==> src/rtl/i2c_cmd_pkg.sv <==
package i2c_cmd_pkg;

   typedef enum logic [3:0] {
      PH_IDLE,
      PH_ST_A,
      PH_ST_B,
      PH_RS_A,
      PH_RS_B,
      PH_RS_C,
      PH_RS_D,
      PH_BIT_LO,
      PH_BIT_HI,
      PH_SP_A,
      PH_SP_B,
      PH_SP_C
   } phase_e;

   typedef enum logic [1:0] {
      OP_TX,
      OP_RX,
      OP_ACK,
      OP_CTL
   } op_e;

endpackage

==> src/rtl/i2c_baud_tick.sv <==
module i2c_baud_tick #(
   parameter int RELOAD_W   = 7,
   parameter bit STRETCH_EN = 1'b1
) (
   input  logic                clk,
   input  logic                rst_n,
   input  logic                load,
   input  logic                scl_released,
   input  logic                scl_in,
   input  logic [RELOAD_W-1:0] reload,
   output logic                phase_done
);

   logic [RELOAD_W-1:0] cnt_q;
   logic                hold;

   generate
      if (STRETCH_EN) begin : g_stretch
         assign hold = scl_released & ~scl_in;
      end else begin : g_free
         logic unused_lines;
         assign unused_lines = scl_released ^ scl_in;
         assign hold = 1'b0;
      end
   endgenerate

   assign phase_done = ~load & ~hold & (cnt_q == '0);

   always_ff @(posedge clk or negedge rst_n) begin
      if (!rst_n) begin
         cnt_q <= '0;
      end else if (load | phase_done) begin
         cnt_q <= reload;
      end else if (!hold && cnt_q != '0) begin
         cnt_q <= cnt_q - 1'b1;
      end
   end

endmodule

==> src/rtl/i2c_bit_shifter.sv <==
module i2c_bit_shifter
   import i2c_cmd_pkg::*;
#(
   parameter int DATA_W = 8,
   localparam int CNT_W = $clog2(DATA_W + 2)
) (
   input  logic              clk,
   input  logic              rst_n,
   input  logic              arm,
   input  op_e               arm_op,
   input  logic [DATA_W-1:0] arm_data,
   input  logic              arm_ack_lvl,
   input  logic              step,
   input  logic              sda_in,
   output op_e               cur_op,
   output logic              drive_low,
   output logic              last_bit,
   output logic [DATA_W-1:0] rx_next
);

   op_e               op_q;
   logic [DATA_W-1:0] tx_sr;
   logic [DATA_W-1:0] rx_sr;
   logic [CNT_W-1:0]  cnt_q;
   logic              ack_q;

   assign cur_op  = op_q;
   assign rx_next = {rx_sr[DATA_W-2:0], sda_in};

   always_ff @(posedge clk or negedge rst_n) begin
      if (!rst_n) begin
         op_q  <= OP_CTL;
         tx_sr <= '0;
         rx_sr <= '0;
         cnt_q <= '0;
         ack_q <= 1'b0;
      end else if (arm) begin
         op_q  <= arm_op;
         cnt_q <= '0;
         ack_q <= arm_ack_lvl;
         if (arm_op == OP_TX) tx_sr <= arm_data;
      end else if (step) begin
         cnt_q <= cnt_q + 1'b1;
         tx_sr <= {tx_sr[DATA_W-2:0], 1'b0};
         rx_sr <= rx_next;
      end
   end

   always_comb begin
      drive_low = 1'b0;
      last_bit  = 1'b1;
      case (op_q)
         OP_TX: begin
            drive_low = (cnt_q < CNT_W'(DATA_W)) ? ~tx_sr[DATA_W-1] : 1'b0;
            last_bit  = (cnt_q == CNT_W'(DATA_W));
         end
         OP_RX: begin
            drive_low = 1'b0;
            last_bit  = (cnt_q == CNT_W'(DATA_W - 1));
         end
         OP_ACK: begin
            drive_low = ~ack_q;
            last_bit  = (cnt_q == '0);
         end
         default: begin
            drive_low = 1'b0;
            last_bit  = 1'b1;
         end
      endcase
   end

endmodule

==> src/rtl/i2c_status_flags.sv <==
module i2c_status_flags (
   input  logic clk,
   input  logic rst_n,
   input  logic en,
   input  logic set_start,
   input  logic set_stop,
   input  logic set_event,
   input  logic clr_event,
   input  logic set_wcol,
   input  logic clr_wcol,
   input  logic clr_ack,
   input  logic set_ack,
   input  logic ack_val,
   output logic start_seen,
   output logic stop_seen,
   output logic irq,
   output logic wcol,
   output logic ack_stat
);

   always_ff @(posedge clk or negedge rst_n) begin
      if (!rst_n) begin
         start_seen <= 1'b0;
         stop_seen  <= 1'b0;
      end else if (!en) begin
         start_seen <= 1'b0;
         stop_seen  <= 1'b0;
      end else if (set_start) begin
         start_seen <= 1'b1;
         stop_seen  <= 1'b0;
      end else if (set_stop) begin
         start_seen <= 1'b0;
         stop_seen  <= 1'b1;
      end
   end

   always_ff @(posedge clk or negedge rst_n) begin
      if (!rst_n) begin
         irq      <= 1'b0;
         wcol     <= 1'b0;
         ack_stat <= 1'b0;
      end else begin
         if (set_event)      irq <= 1'b1;
         else if (clr_event) irq <= 1'b0;
         if (set_wcol)       wcol <= 1'b1;
         else if (clr_wcol)  wcol <= 1'b0;
         if (clr_ack)        ack_stat <= 1'b0;
         else if (set_ack)   ack_stat <= ack_val;
      end
   end

endmodule

==> src/rtl/i2c_cmd_master.sv <==
module i2c_cmd_master
   import i2c_cmd_pkg::*;
#(
   parameter int RELOAD_W   = 7,
   parameter int DATA_W     = 8,
   parameter bit STRETCH_EN = 1'b1
) (
   input  logic                clk,
   input  logic                rst_n,
   input  logic                en,
   input  logic [RELOAD_W-1:0] baud_reload,
   input  logic                cmd_start,
   input  logic                cmd_rstart,
   input  logic                cmd_stop,
   input  logic                cmd_recv,
   input  logic                cmd_ack,
   input  logic                ack_level,
   input  logic                wr_valid,
   input  logic [DATA_W-1:0]   wr_data,
   input  logic                clr_irq,
   input  logic                clr_wcol,
   input  logic                scl_in,
   input  logic                sda_in,
   output logic                scl_oe,
   output logic                sda_oe,
   output logic                busy,
   output logic [DATA_W-1:0]   rd_data,
   output logic                irq,
   output logic                start_seen,
   output logic                stop_seen,
   output logic                wcol,
   output logic                ack_stat
);

   generate
      if (DATA_W < 2) begin : g_bad_data_w
         $error("i2c_cmd_master: DATA_W must be at least 2");
      end
      if (RELOAD_W < 1 || RELOAD_W > 16) begin : g_bad_reload_w
         $error("i2c_cmd_master: RELOAD_W must lie in 1..16");
      end
   endgenerate

   phase_e            phase_q, phase_nx;
   logic              idle_scl_low, idle_sda_low;
   logic [DATA_W-1:0] buf_q;
   logic              in_idle, bus_free, any_req;
   logic              take_start, take_rs, take_sp, take_ack, take_rx, take_tx;
   logic              reject_start, collide;
   logic              arm;
   op_e               arm_op, cur_op;
   logic              phase_done, baud_load, scl_released;
   logic              drive_low, last_bit;
   logic [DATA_W-1:0] rx_next;
   logic              fin_start, fin_stop, fin_bit, fin_tx, fin_rx, op_done;

   // command decode and acceptance
   assign in_idle  = (phase_q == PH_IDLE);
   assign bus_free = stop_seen | (~start_seen & ~stop_seen);
   assign any_req  = cmd_start | cmd_rstart | cmd_stop | cmd_recv | cmd_ack | wr_valid;

   assign take_start   = en & in_idle & cmd_start & bus_free;
   assign reject_start = en & in_idle & cmd_start & ~bus_free;
   assign take_rs      = en & in_idle & ~cmd_start & cmd_rstart;
   assign take_sp      = en & in_idle & ~cmd_start & ~cmd_rstart & cmd_stop;
   assign take_ack     = en & in_idle & ~cmd_start & ~cmd_rstart & ~cmd_stop & cmd_ack;
   assign take_rx      = en & in_idle & ~cmd_start & ~cmd_rstart & ~cmd_stop & ~cmd_ack
                         & cmd_recv;
   assign take_tx      = en & in_idle & ~cmd_start & ~cmd_rstart & ~cmd_stop & ~cmd_ack
                         & ~cmd_recv & wr_valid;
   assign collide      = en & ((~in_idle & any_req) | reject_start);

   assign arm    = take_tx | take_rx | take_ack;
   assign arm_op = take_tx ? OP_TX : (take_rx ? OP_RX : (take_ack ? OP_ACK : OP_CTL));

   // half-period timing
   assign baud_load    = in_idle | ~en;
   assign scl_released = ~in_idle & ~scl_oe;

   i2c_baud_tick #(
      .RELOAD_W   (RELOAD_W),
      .STRETCH_EN (STRETCH_EN)
   ) u_baud (
      .clk          (clk),
      .rst_n        (rst_n),
      .load         (baud_load),
      .scl_released (scl_released),
      .scl_in       (scl_in),
      .reload       (baud_reload),
      .phase_done   (phase_done)
   );

   i2c_bit_shifter #(
      .DATA_W (DATA_W)
   ) u_shift (
      .clk         (clk),
      .rst_n       (rst_n),
      .arm         (arm),
      .arm_op      (arm_op),
      .arm_data    (wr_data),
      .arm_ack_lvl (ack_level),
      .step        (phase_done & (phase_q == PH_BIT_HI)),
      .sda_in      (sda_in),
      .cur_op      (cur_op),
      .drive_low   (drive_low),
      .last_bit    (last_bit),
      .rx_next     (rx_next)
   );

   // completions
   assign fin_start = phase_done & ((phase_q == PH_ST_B) | (phase_q == PH_RS_D));
   assign fin_stop  = phase_done & (phase_q == PH_SP_C);
   assign fin_bit   = phase_done & (phase_q == PH_BIT_HI) & last_bit;
   assign fin_tx    = fin_bit & (cur_op == OP_TX);
   assign fin_rx    = fin_bit & (cur_op == OP_RX);
   assign op_done   = fin_start | fin_stop | fin_bit;

   always_comb begin
      phase_nx = phase_q;
      case (phase_q)
         PH_ST_A:   phase_nx = PH_ST_B;
         PH_ST_B:   phase_nx = PH_IDLE;
         PH_RS_A:   phase_nx = PH_RS_B;
         PH_RS_B:   phase_nx = PH_RS_C;
         PH_RS_C:   phase_nx = PH_RS_D;
         PH_RS_D:   phase_nx = PH_IDLE;
         PH_SP_A:   phase_nx = PH_SP_B;
         PH_SP_B:   phase_nx = PH_SP_C;
         PH_SP_C:   phase_nx = PH_IDLE;
         PH_BIT_LO: phase_nx = PH_BIT_HI;
         PH_BIT_HI: phase_nx = last_bit ? PH_IDLE : PH_BIT_LO;
         default:   phase_nx = PH_IDLE;
      endcase
   end

   always_ff @(posedge clk or negedge rst_n) begin
      if (!rst_n) begin
         phase_q      <= PH_IDLE;
         idle_scl_low <= 1'b0;
         idle_sda_low <= 1'b0;
         buf_q        <= '0;
      end else if (!en) begin
         phase_q      <= PH_IDLE;
         idle_scl_low <= 1'b0;
         idle_sda_low <= 1'b0;
      end else begin
         if (in_idle) begin
            if (take_start)  phase_q <= PH_ST_A;
            else if (take_rs) phase_q <= PH_RS_A;
            else if (take_sp) phase_q <= PH_SP_A;
            else if (arm)     phase_q <= PH_BIT_LO;
         end else if (phase_done) begin
            phase_q <= phase_nx;
         end
         if (take_tx)     buf_q <= wr_data;
         else if (fin_rx) buf_q <= rx_next;
         if (fin_start) begin
            idle_scl_low <= 1'b1;
            idle_sda_low <= 1'b1;
         end else if (fin_stop) begin
            idle_scl_low <= 1'b0;
            idle_sda_low <= 1'b0;
         end else if (fin_bit) begin
            idle_scl_low <= 1'b1;
            idle_sda_low <= 1'b0;
         end
      end
   end

   // wire drive per phase
   always_comb begin
      scl_oe = 1'b0;
      sda_oe = 1'b0;
      case (phase_q)
         PH_IDLE:   begin scl_oe = idle_scl_low; sda_oe = idle_sda_low; end
         PH_ST_A:   begin scl_oe = 1'b0;         sda_oe = 1'b1;         end
         PH_ST_B:   begin scl_oe = 1'b1;         sda_oe = 1'b1;         end
         PH_RS_A:   begin scl_oe = 1'b1;         sda_oe = 1'b0;         end
         PH_RS_B:   begin scl_oe = 1'b0;         sda_oe = 1'b0;         end
         PH_RS_C:   begin scl_oe = 1'b0;         sda_oe = 1'b1;         end
         PH_RS_D:   begin scl_oe = 1'b1;         sda_oe = 1'b1;         end
         PH_SP_A:   begin scl_oe = 1'b1;         sda_oe = 1'b1;         end
         PH_SP_B:   begin scl_oe = 1'b0;         sda_oe = 1'b1;         end
         PH_SP_C:   begin scl_oe = 1'b0;         sda_oe = 1'b0;         end
         PH_BIT_LO: begin scl_oe = 1'b1;         sda_oe = drive_low;    end
         PH_BIT_HI: begin scl_oe = 1'b0;         sda_oe = drive_low;    end
         default:   begin scl_oe = 1'b0;         sda_oe = 1'b0;         end
      endcase
   end

   i2c_status_flags u_flags (
      .clk        (clk),
      .rst_n      (rst_n),
      .en         (en),
      .set_start  (fin_start),
      .set_stop   (fin_stop),
      .set_event  (op_done),
      .clr_event  (clr_irq),
      .set_wcol   (collide),
      .clr_wcol   (clr_wcol),
      .clr_ack    (take_tx),
      .set_ack    (fin_tx),
      .ack_val    (sda_in),
      .start_seen (start_seen),
      .stop_seen  (stop_seen),
      .irq        (irq),
      .wcol       (wcol),
      .ack_stat   (ack_stat)
   );

   assign busy    = ~in_idle;
   assign rd_data = buf_q;

endmodule

==> config.mk <==
export PLATFORM = sky130hd
export DESIGN_NAME = i2c_cmd_master
export DESIGN_NICKNAME = d
export VERILOG_FILES = /design/src/rtl/i2c_cmd_pkg.sv /design/src/rtl/i2c_baud_tick.sv /design/src/rtl/i2c_bit_shifter.sv /design/src/rtl/i2c_status_flags.sv /design/src/rtl/i2c_cmd_master.sv
export SDC_FILE = /design/constraint.sdc
export NUM_CORES = 1
export LEC_CHECK = 0
export BUFFER_PORTS_ARGS = -buffer_cell sky130_fd_sc_hd__buf_4
export CAP_MARGIN = 20
export CORE_MARGIN = 1.5
export CORE_UTILIZATION = 45
export CTS_CLUSTER_DIAMETER = 200
export DETAILED_ROUTE_END_ITERATION = 6
export MAX_ROUTING_LAYER = met4
export PLACE_DENSITY = 0.69
export SETUP_SLACK_MARGIN = 0.4
export SYNTH_ARGS = -nofsm -noshare
export SYNTH_HDL_FRONTEND = slang
export SYNTH_SLANG_ARGS = --single-unit
==> constraint.sdc <==
create_clock -name clk -period 2.59 [get_ports clk]
set_input_delay 0.3885 -clock clk [delete_from_list [all_inputs] [get_ports clk]]
set_output_delay 0.3885 -clock clk [all_outputs]
set_load 0.02 [all_outputs]
==> impl_metrics.tcl <==
set metrics [dict create \
    area_growth_pct 26.6 \
    slew_violations 0 \
    first_global_vias 2283 \
    worst-path-max-fanout 4 \
    layout_commonest_cell "buf_4" \
    htree_levels 2 \
    layout_common_cells "66 x buf_4, 50 x nand2_1, 43 x dfrtp_1" \
    antenna_cells 0 \
    yosysWarnings 0 \
    drt_pre_antenna_iters 4 \
    fp.coreArea_um2 5890 \
    min_path_type "input port to asynchronous set/reset pin" \
    viasPerCell 5.61 \
    hold_viol 0 \
    setup_viol 0 \
    synth_area_per_cell_um2 9.18 \
    layout-drive-gt1-share_pct 30.0 \
    clock_skew_ns 0.00617 \
    place_inst 415 \
    p_leak_uw 0.00158 \
    drcViolationCount 0 \
    finalSetupTns_ns 0 \
    routed_wl_um 6510 \
    clock_path_buffers 2 \
    nNetsFinal 391 \
    start_kind "flip-flop" \
    rows 28 \
    gr-total-overflow 0 \
    die_height_um 80.7 \
    cts_tree "yes" \
    ir_drop_mv 0.491 \
    pin_count 45 \
    synth-edff-count 0 \
    synthesis.area_um2 2720 \
    cap_violations 0 \
    antenna_found_initial 0 \
    slew_headroom_pct 59.9 \
    postSynth.asyncResetShare_pct 100 \
    floorplan.initialDensity_pct 46.2 \
    worstSetupEndpointType "flip-flop" \
    grt_pass1_wl_um 10600 \
    arrival_ns 2.45 \
    antenna_left 0 \
    gp_congestion 0.905 \
    dp_hpwl_um 4610 \
    wire_per_inst_um 15.0 \
    synthFlopType "dfrtp_1" \
    cts_buffers 5 \
    cpPeakStageDelay_ns 0.48 \
    final_cells 435 \
    cp_slowest_cell "or4b_4" \
    syn_inst 296 \
    track_usage_pct 22.0 \
    grt_max_degree 49 \
    fmax_mhz 452 \
    fill_cells 524 \
    rsz0062_at_grt "true" \
    fp.dieW_um 80.7 \
    min_period_ns 2.21 \
    post-route-worst-setup-slack_ns 0.378 \
    tightestPinTransition_ns 0.597 \
    dieArea_um2 6510 \
    crit_chain "inv_2 > ha_4 > or4b_4 > or2_4 > o311a_4 > a311o_1 > o21ai_2" \
    p_per_area_nw_per_um2 900 \
    outcome "complete, no violations" \
    synth_cell_type_count 61 \
    drt_iter0_drc 191 \
    fin_crit_sh_pct 85.4 \
    clkLatencyLatePin_ns 0.32 \
    cts-root-buf "clkbuf_8" \
    worstPathRequired_ns 2.83 \
    ys_seq_elements 48 \
    seq_area_frac_synth_pct 44.3 \
    path_clk_slew_ns 0.10 \
    clkSinkCount 48 \
    vias 2440 \
    pre_cts_ws_ns 0.294 \
    path_class "flip-flop to flip-flop" \
    port_buffers 44 \
    syn-num-nets 328 \
]
==> cell type report <==
| cell class | instances | area [um^2] | area share (%) |
|---|---|---|---|
| multi-input combinational | 218 | 1440 | 41.8 |
| sequential | 48 | 1210 | 35.1 |
| clock inverter | 3 | 46.3 | 1.35 |
| inverter | 17 | 63.8 | 1.86 |
| tap | 75 | 93.8 | 2.73 |
| timing repair buffer | 69 | 523 | 15.2 |
| clock buffer | 5 | 68.8 | 2.00 |
==> registers in the layout, summed over array words and instances (netlist names) <==
name and flops:
rd_data 8, u_shift.tx_sr 8, u_baud.cnt_q 7, u_shift.rx_sr 7
phase_q 4, u_shift.cnt_q 4, u_shift.cur_op 2, idle_scl_low 1
idle_sda_low 1, u_flags.ack_stat 1, u_flags.irq 1, u_flags.start_seen 1
u_flags.stop_seen 1, u_flags.wcol 1, u_shift.ack_q 1
==> stage by stage <==
step	hold slack (ns)	utilization [%]	cell area [um^2]	total power (uW)
after floorplan	0.0929	-	2730	1910
after global placement	0.443	53.7	3160	2290
after detailed placement	0.442	53.7	3160	2320
after CTS	0.0998	56.6	3330	2980
after global routing	0.117	58.4	3440	3290
final	0.0661	58.4	3440	3090
==> worst paths after layout <==
kind,slack (ns),cells after the start,to,from
worst max register to register,0.38,7,phase_q[0],u_baud.cnt_q[1]
min in group clk,0.25,2,u_flags.irq,clr_irq
worst max-delay path,0.38,7,phase_q[0],u_baud.cnt_q[1]
worst min-delay path,0.07,1,u_baud.cnt_q[5],rst_n
worst min register to register,0.49,2,u_shift.tx_sr[4],u_shift.tx_sr[4]
max in group asynchronous,2.07,1,phase_q[1],rst_n
==> routing by layer <==
| layer | track usage [%] | vias up | share of wire, % |
|---|---|---|---|
| li1 | - | 1197 | - |
| met3 | 3.86 | 9 | 4.9 |
| met2 | 37.1 | 70 | 49 |
| met4 | 7.59 | 0 | 1.5 |
| met1 | 26.7 | 1164 | 44 |
| met5 | - | - | 0 |
==> cells by family (layout without fill, tap and decap cells) <==
logic type      Yosys count  count (layout)  synth area share [%]
simple gates            114             114                  21.4
buf+inv                  30              94                  5.44
flops                    48              48                  44.3
fa+ha+maj                 3               3                  1.38
xor+xnor                  2               2                 0.645
compound gates           81              81                  20.1
mux                      18              18                  6.68
==> synth_stat cells (2+ instances only) <==
| cell type | n | area, um^2 |
|---|---|---|
| a31oi_1 | 3 | 18.8 |
| a32o_1 | 2 | 20.0 |
| buf_6 | 2 | 22.5 |
| o31ai_1 | 2 | 15.0 |
| o211ai_1 | 2 | 15.0 |
| a211oi_1 | 2 | 15.0 |
| clkbuf_1 | 3 | 11.3 |
| buf_2 | 4 | 20.0 |
| nor2_1 | 17 | 63.8 |
| or3_1 | 3 | 18.8 |
| nor4_1 | 3 | 18.8 |
| ha_1 | 3 | 37.5 |
| a22oi_1 | 2 | 15.0 |
| o311ai_0 | 3 | 26.3 |
| o21bai_1 | 4 | 30.0 |
| dfstp_2 | 2 | 52.6 |
| o21ai_0 | 16 | 80.1 |
| buf_4 | 4 | 30.0 |
| mux2i_1 | 17 | 170 |
| nand4b_1 | 2 | 17.5 |
| nand2_1 | 50 | 188 |
| nor3_1 | 9 | 45.0 |
| or2_2 | 2 | 12.5 |
| xor2_1 | 2 | 17.5 |
| nor3b_1 | 3 | 22.5 |
| nand4_1 | 3 | 18.8 |
| nor2b_1 | 2 | 12.5 |
| dfrtp_1 | 46 | 1150 |
| nand3_1 | 9 | 45.0 |
| a21oi_1 | 23 | 115 |
| o21ai_1 | 5 | 25.0 |
| inv_1 | 17 | 63.8 |
==> what timing repair did <==
action	CTS	global route
setup buffers	5	7
resized for setup	7	11
pin swaps	5	5
hold endpoints to repair	0	0
hold buffers	0	0
endpoints found under the setup margin	22	28
==> critical path: cells and delay by family, from the launching register on <==
family	cells	cell delay, ns
AO/OA/AOI/OAI	3	0.81
AND/OR/NAND/NOR	2	0.74
buffers and inverters	1	0.07
adder cells (fa/ha/maj)	1	0.12
flip-flops	1	0.40
==> power by group <==
part	switching, uW	leakage, uW	total (uW)	internal [uW]
combinational	737	0.000898	1410	671
sequential	185	0.000629	1110	923
clock	286	0.0000548	578	291
total	1210	0.00158	3090	1890
Power figures use the tool's default switching activity.
